--- config.mk ---
export PLATFORM = sky130hd
export DESIGN_NAME = pll_ctl_reg
export DESIGN_NICKNAME = d
export VERILOG_FILES = /design/src/rtl/pcr_pkg.sv /design/src/rtl/pcr_decode.sv /design/src/rtl/pcr_stage.sv /design/src/rtl/pll_ctl_reg.sv
export SDC_FILE = /design/constraint.sdc
export NUM_CORES = 1
export LEC_CHECK = 0
export BUFFER_PORTS_ARGS = -buffer_cell sky130_fd_sc_hd__buf_2
export CAP_MARGIN = 30
export CORE_ASPECT_RATIO = 1.25
export CORE_MARGIN = 3
export CORE_UTILIZATION = 43
export DETAILED_ROUTE_END_ITERATION = 16
export MAX_ROUTING_LAYER = met4
export PLACE_DENSITY = 0.75
export SETUP_SLACK_MARGIN = 0.15
export SLEW_MARGIN = 20
export SYNTH_ARGS = -nofsm -noshare
export SYNTH_HDL_FRONTEND = slang
export SYNTH_SLANG_ARGS = --single-unit
--- constraint.sdc ---
create_clock -name clk -period 1.4 [get_ports clk]
set_clock_uncertainty 0.1 [all_clocks]
set_input_delay 0.07 -clock clk [delete_from_list [all_inputs] [get_ports clk]]
set_output_delay 0.07 -clock clk [all_outputs]
set_load 0.05 [all_outputs]
--- src/rtl/pcr_pkg.sv ---
package pcr_pkg;
  localparam int BYTE_W = 8;
  localparam int WORD_W = 2 * BYTE_W;
  localparam int MF_W   = 12;
  localparam int DRV_W  = 2;

  typedef struct packed {
    logic             wp;
    logic [DRV_W-1:0] drv;
    logic             en;
    logic [MF_W-1:0]  mf;
  } pcr_word_t;
endpackage

--- src/rtl/pcr_decode.sv ---
module pcr_decode #(
  parameter int ADDR_W    = 12,
  parameter logic [ADDR_W-1:0] BASE_ADDR = 12'h0F8
) (
  input  logic              sel,
  input  logic              we,
  input  logic [ADDR_W-1:0] addr,
  input  logic              narrow,
  output logic              hit,
  output logic              wr_word,
  output logic              wr_hi,
  output logic              wr_lo,
  output logic              rd
);
  localparam int WA_W = ADDR_W - 1;
  logic [WA_W-1:0] base_word;
  assign base_word = BASE_ADDR[ADDR_W-1:1];

  always_comb begin
    hit     = sel && (addr[ADDR_W-1:1] == base_word);
    rd      = hit && !we;
    wr_word = hit && we && !narrow;
    wr_hi   = hit && we && narrow && !addr[0];
    wr_lo   = hit && we && narrow && addr[0];
  end
endmodule

--- src/rtl/pcr_stage.sv ---
module pcr_stage #(
  parameter int BYTE_W = 8
) (
  input  logic              clk,
  input  logic              rst,
  input  logic              locked,
  input  logic              wr_lo,
  input  logic              wr_hi,
  input  logic [BYTE_W-1:0] lo_in,
  input  logic [BYTE_W-1:0] cur_lo,
  output logic [BYTE_W-1:0] lo_out
);
  logic [BYTE_W-1:0] shadow_q;
  logic              pend_q;

  always_ff @(posedge clk) begin
    if (rst) begin
      shadow_q <= '0;
      pend_q   <= 1'b0;
    end else if (!locked) begin
      if (wr_lo) begin
        shadow_q <= lo_in;
        pend_q   <= 1'b1;
      end else if (wr_hi) begin
        pend_q   <= 1'b0;
      end
    end
  end

  assign lo_out = pend_q ? shadow_q : cur_lo;
endmodule

--- src/rtl/pll_ctl_reg.sv ---
module pll_ctl_reg
  import pcr_pkg::*;
#(
  parameter int ADDR_W = 12,
  parameter logic [ADDR_W-1:0] BASE_ADDR = 12'h0F8
) (
  input  logic              clk,
  input  logic              rst,
  input  logic              strap_narrow,
  input  logic              strap_pen,
  input  logic [MF_W-1:0]   strap_mf,
  input  logic              bus_sel,
  input  logic              bus_we,
  input  logic [ADDR_W-1:0] bus_addr,
  input  logic [WORD_W-1:0] bus_wdata,
  output logic [WORD_W-1:0] bus_rdata,
  output logic              bus_ack,
  output logic              pll_wp,
  output logic [DRV_W-1:0]  pll_drv,
  output logic              pll_en,
  output logic [MF_W-1:0]   pll_mf
);
  pcr_word_t         cfg_q;
  logic              narrow_q;
  logic              hit, wr_word, wr_hi, wr_lo, rd;
  logic [BYTE_W-1:0] lo_commit;

  pcr_decode #(.ADDR_W(ADDR_W), .BASE_ADDR(BASE_ADDR)) u_dec (
    .sel(bus_sel), .we(bus_we), .addr(bus_addr), .narrow(narrow_q),
    .hit(hit), .wr_word(wr_word), .wr_hi(wr_hi), .wr_lo(wr_lo), .rd(rd)
  );

  pcr_stage #(.BYTE_W(BYTE_W)) u_stage (
    .clk(clk), .rst(rst), .locked(cfg_q.wp),
    .wr_lo(wr_lo), .wr_hi(wr_hi),
    .lo_in(bus_wdata[BYTE_W-1:0]),
    .cur_lo(cfg_q[BYTE_W-1:0]),
    .lo_out(lo_commit)
  );

  always_ff @(posedge clk) begin
    if (rst) begin
      cfg_q     <= '{wp: 1'b0, drv: '0, en: strap_pen, mf: strap_mf};
      narrow_q  <= strap_narrow;
      bus_ack   <= 1'b0;
      bus_rdata <= '0;
    end else begin
      bus_ack <= hit;
      if (rd) bus_rdata <= cfg_q;
      if (!cfg_q.wp) begin
        if (wr_word)    cfg_q <= pcr_word_t'(bus_wdata);
        else if (wr_hi) cfg_q <= pcr_word_t'({bus_wdata[BYTE_W-1:0], lo_commit});
      end
    end
  end

  assign pll_wp  = cfg_q.wp;
  assign pll_drv = cfg_q.drv;
  assign pll_en  = cfg_q.en;
  assign pll_mf  = cfg_q.mf;
endmodule

==> results.json <==
{
  "status": "finished, violations left",
  "violations": "negative setup slack",
  "cts.path.max_buffers": 2,
  "routed_wl_um": 5400,
  "hold_path_class": "input pin to flip-flop",
  "powerDensity_nw_per_um2": 917,
  "synth_common_cells": "46 x nand2_1, 29 x dfxtp_1, 23 x mux2i_1",
  "place_ws_ns": -0.111,
  "die_height_um": 82.6,
  "hold_ws_ns": 0.0380,
  "sw_frac_of_total_pct": 25.7,
  "worst_pin_slew_ns": 0.322,
  "synth_ff_type": "dfxtp_1",
  "slew-limit-headroom_pct": 78.5,
  "timing.final.max_slew_violations": 0,
  "drc": 0,
  "synth-seq-area-share_pct": 49.7,
  "cts_sinks": 43,
  "ys_seq_elements": 43,
  "netlist_area_um2": 2020,
  "die_x_um": 67.2,
  "path_clk_slew_ns": 0.08,
  "grt_pass1_wl_um": 8310,
  "first_global_vias": 1844,
  "dr_wl_met2_um": 2790,
  "p_comb_share_pct": 18.1,
  "cts_tree": "done",
  "rsz0062_at_grt": "yes",
  "synth_warnings": 0,
  "postSynthCellCount": 208,
  "wl_per_cell_um": 14.1,
  "sequentialPowerShare_pct": 47.9,
  "synth_edf_count": 14,
  "crit_chain": "and2b_2 -> a21boi_4 -> a21o_4",
  "period_share_pct": 100,
  "final_net_count": 369,
  "top_layer": "met4",
  "cts_inserted_buffers": 5,
  "place_congestion": 0.917,
  "leakagePower_uw": 0.00140,
  "max_stage_delay_ns": 0.35,
  "critPathSlowestCell": "dfxtp_4",
  "vias_per_cell": 4.94,
  "drt-met1-wl_um": 2240,
  "dp.cells": 349,
  "grt_max_degree": 17,
  "cp.required_ns": 1.31,
  "htree_levels": 2,
  "maxCapViolations": 0,
  "initial_utilization_pct": 45.2,
  "syn_avg_cell_area_um2": 9.69,
  "pin_count": 79,
  "num_vias": 1886,
  "clkLatencyLatePin_ns": 0.29,
  "layout-drive-gt1-share_pct": 41.0,
  "core_um2": 4460,
  "grt_overflow": 0,
  "async_flop_share_pct": 0,
  "yosysTopAreaCell": "dfxtp_1",
  "dp_hpwl_um": 3750,
  "fp-row-count": 27,
  "grt_usage_pct": 20.3,
  "drtIter0Drc": 117,
  "crit_type": "flip-flop to flip-flop",
  "worstSetupEndpointType": "flip-flop",
  "dr_wl_met3_um": 225,
  "yosysUniqueCellTypes": 30,
  "finalHoldViolations": 0,
  "setup_viol": 4,
  "finalSetupTns_ns": -0.00714,
  "utilization_pct": 68.4,
  "synth.most_common_cell": "nand2_1",
  "n_antenna_cell": 0,
  "die_area_um2": 5550,
  "final-instance-count-excl-fill": 382,
  "syn_nets": 254,
  "fmax_ghz": 0.713,
  "io_buffer_count": 78,
  "fin_crit_ns": 1.40,
  "syn_to_final_growth_pct": 51.3,
  "peakVddDrop_v": 0.000618,
  "antenna_found_initial": 0,
  "drtPass1Iterations": 4,
  "switchingPower_uw": 718,
  "setup_ws_ns": -0.00310,
  "synth_area_leaders": "dfxtp_1 29%, edfxtp_1 21%, mux2i_1 11%",
  "cp_max_fo": 5,
  "arrival_ns": 1.31,
  "p_int_uw": 2080,
  "power_frac_clock_pct": 34.0,
  "drtAntennaViolNets": 0,
  "synth_top_area_share_pct": 28.8,
  "cts_root_buf": "clkbuf_8",
  "start_kind": "flip-flop",
  "nFillCells": 362
}
-- state kept, by name, summed over array words and instances, names as in the netlist --
register          count
bus_rdata            16
pll_mf               12
u_stage.shadow_q      8
pll_drv               2
bus_ack               1
narrow_q              1
pll_en                1
pll_wp                1
u_stage.pend_q        1
-- placed cells by master (no fill, tap or decap), types with 10 or more instances in the layout --
| cell | Yosys | layout |
|---|---|---|
| buf_4 | 1 | 12 |
| nor2_1 | 10 | 10 |
| mux2i_1 | 23 | 11 |
| mux2i_2 | 0 | 11 |
| a21oi_1 | 19 | 19 |
| dlygate4sd3_1 | 0 | 22 |
| nor2b_1 | 15 | 15 |
| nand2_1 | 46 | 46 |
| buf_2 | 0 | 78 |
| o21ai_1 | 7 | 11 |
| dfxtp_1 | 29 | 28 |
| edfxtp_1 | 14 | 14 |
-- worst max-delay path, delay by kind of cell (launching register included) --
family | cells | cell delay [ns]
compound gates | 2 | 0.42
simple gates | 1 | 0.25
flops | 1 | 0.35
-- cell families after synthesis --
| logic type | count (synthesis) | synth area share [%] |
|---|---|---|
| AND/OR/NAND/NOR | 84 | 22.4 |
| flip-flops | 43 | 49.7 |
| AO/OA/AOI/OAI | 41 | 11.7 |
| multiplexers | 23 | 11.4 |
| buffers and inverters | 17 | 4.84 |
-- layer usage --
layer / vias to the layer above / GRT usage (%)
met4: 0 / 9.33
met2: 60 / 34.2
met5: - / -
met3: 15 / 3.79
li1: 944 / -
met1: 867 / 23.4
-- metrics by stage --
step | cell area, µm² | power, µW
2_1_floorplan | 2040 | 1610
3_3_place_gp | 2610 | 1770
4_1_cts | 3020 | 2800
6_report | 3050 | 2800
5_1_grt | 3050 | 2910
3_5_place_dp | 2610 | 1770
-- repair_timing --
| action | 4_1_cts | 5_1_grt |
|---|---|---|
| setup buffers | 2 | 0 |
| endpoints found under the setup margin | 37 | 37 |
| pin swaps | 17 | 4 |
| endpoints found under the hold margin | 22 | 0 |
| hold buffers | 22 | 0 |
| gates cloned | 1 | 0 |
| resized for setup | 18 | 7 |
-- power by group through the flow --
stage / logic, µW / clock network [µW] / registers [µW]
final: 506 / 951 / 1340
after global routing: 537 / 1030 / 1340
after CTS: 484 / 979 / 1340
after detailed placement: 402 / 0 / 1370
after global placement: 399 / 0 / 1370
after floorplan: 133 / 0 / 1470
-- worst paths after layout --
check | slack, ns | endpoint | cells past startpoint | start
setup / recovery | -0.003 | pll_mf[10] | 3 | pll_wp
hold / removal | 0.04 | pll_mf[8] | 3 | strap_mf[8]
setup reg to reg | -0.003 | pll_mf[10] | 3 | pll_wp
hold reg to reg | 0.35 | bus_rdata[8] | 2 | bus_rdata[8]
-- area by class of cell --
class | instances | area [µm²] | area share (%)
clock inverter | 3 | 43.8 | 1.44
multi-input combinational | 149 | 1010 | 33.2
clock buffer | 5 | 68.8 | 2.26
sequential | 43 | 1000 | 32.9
inverter | 3 | 11.3 | 0.369
tap | 58 | 72.6 | 2.38
timing repair buffer | 121 | 837 | 27.4
No activity file was read; power rests on OpenSTA's default activity.
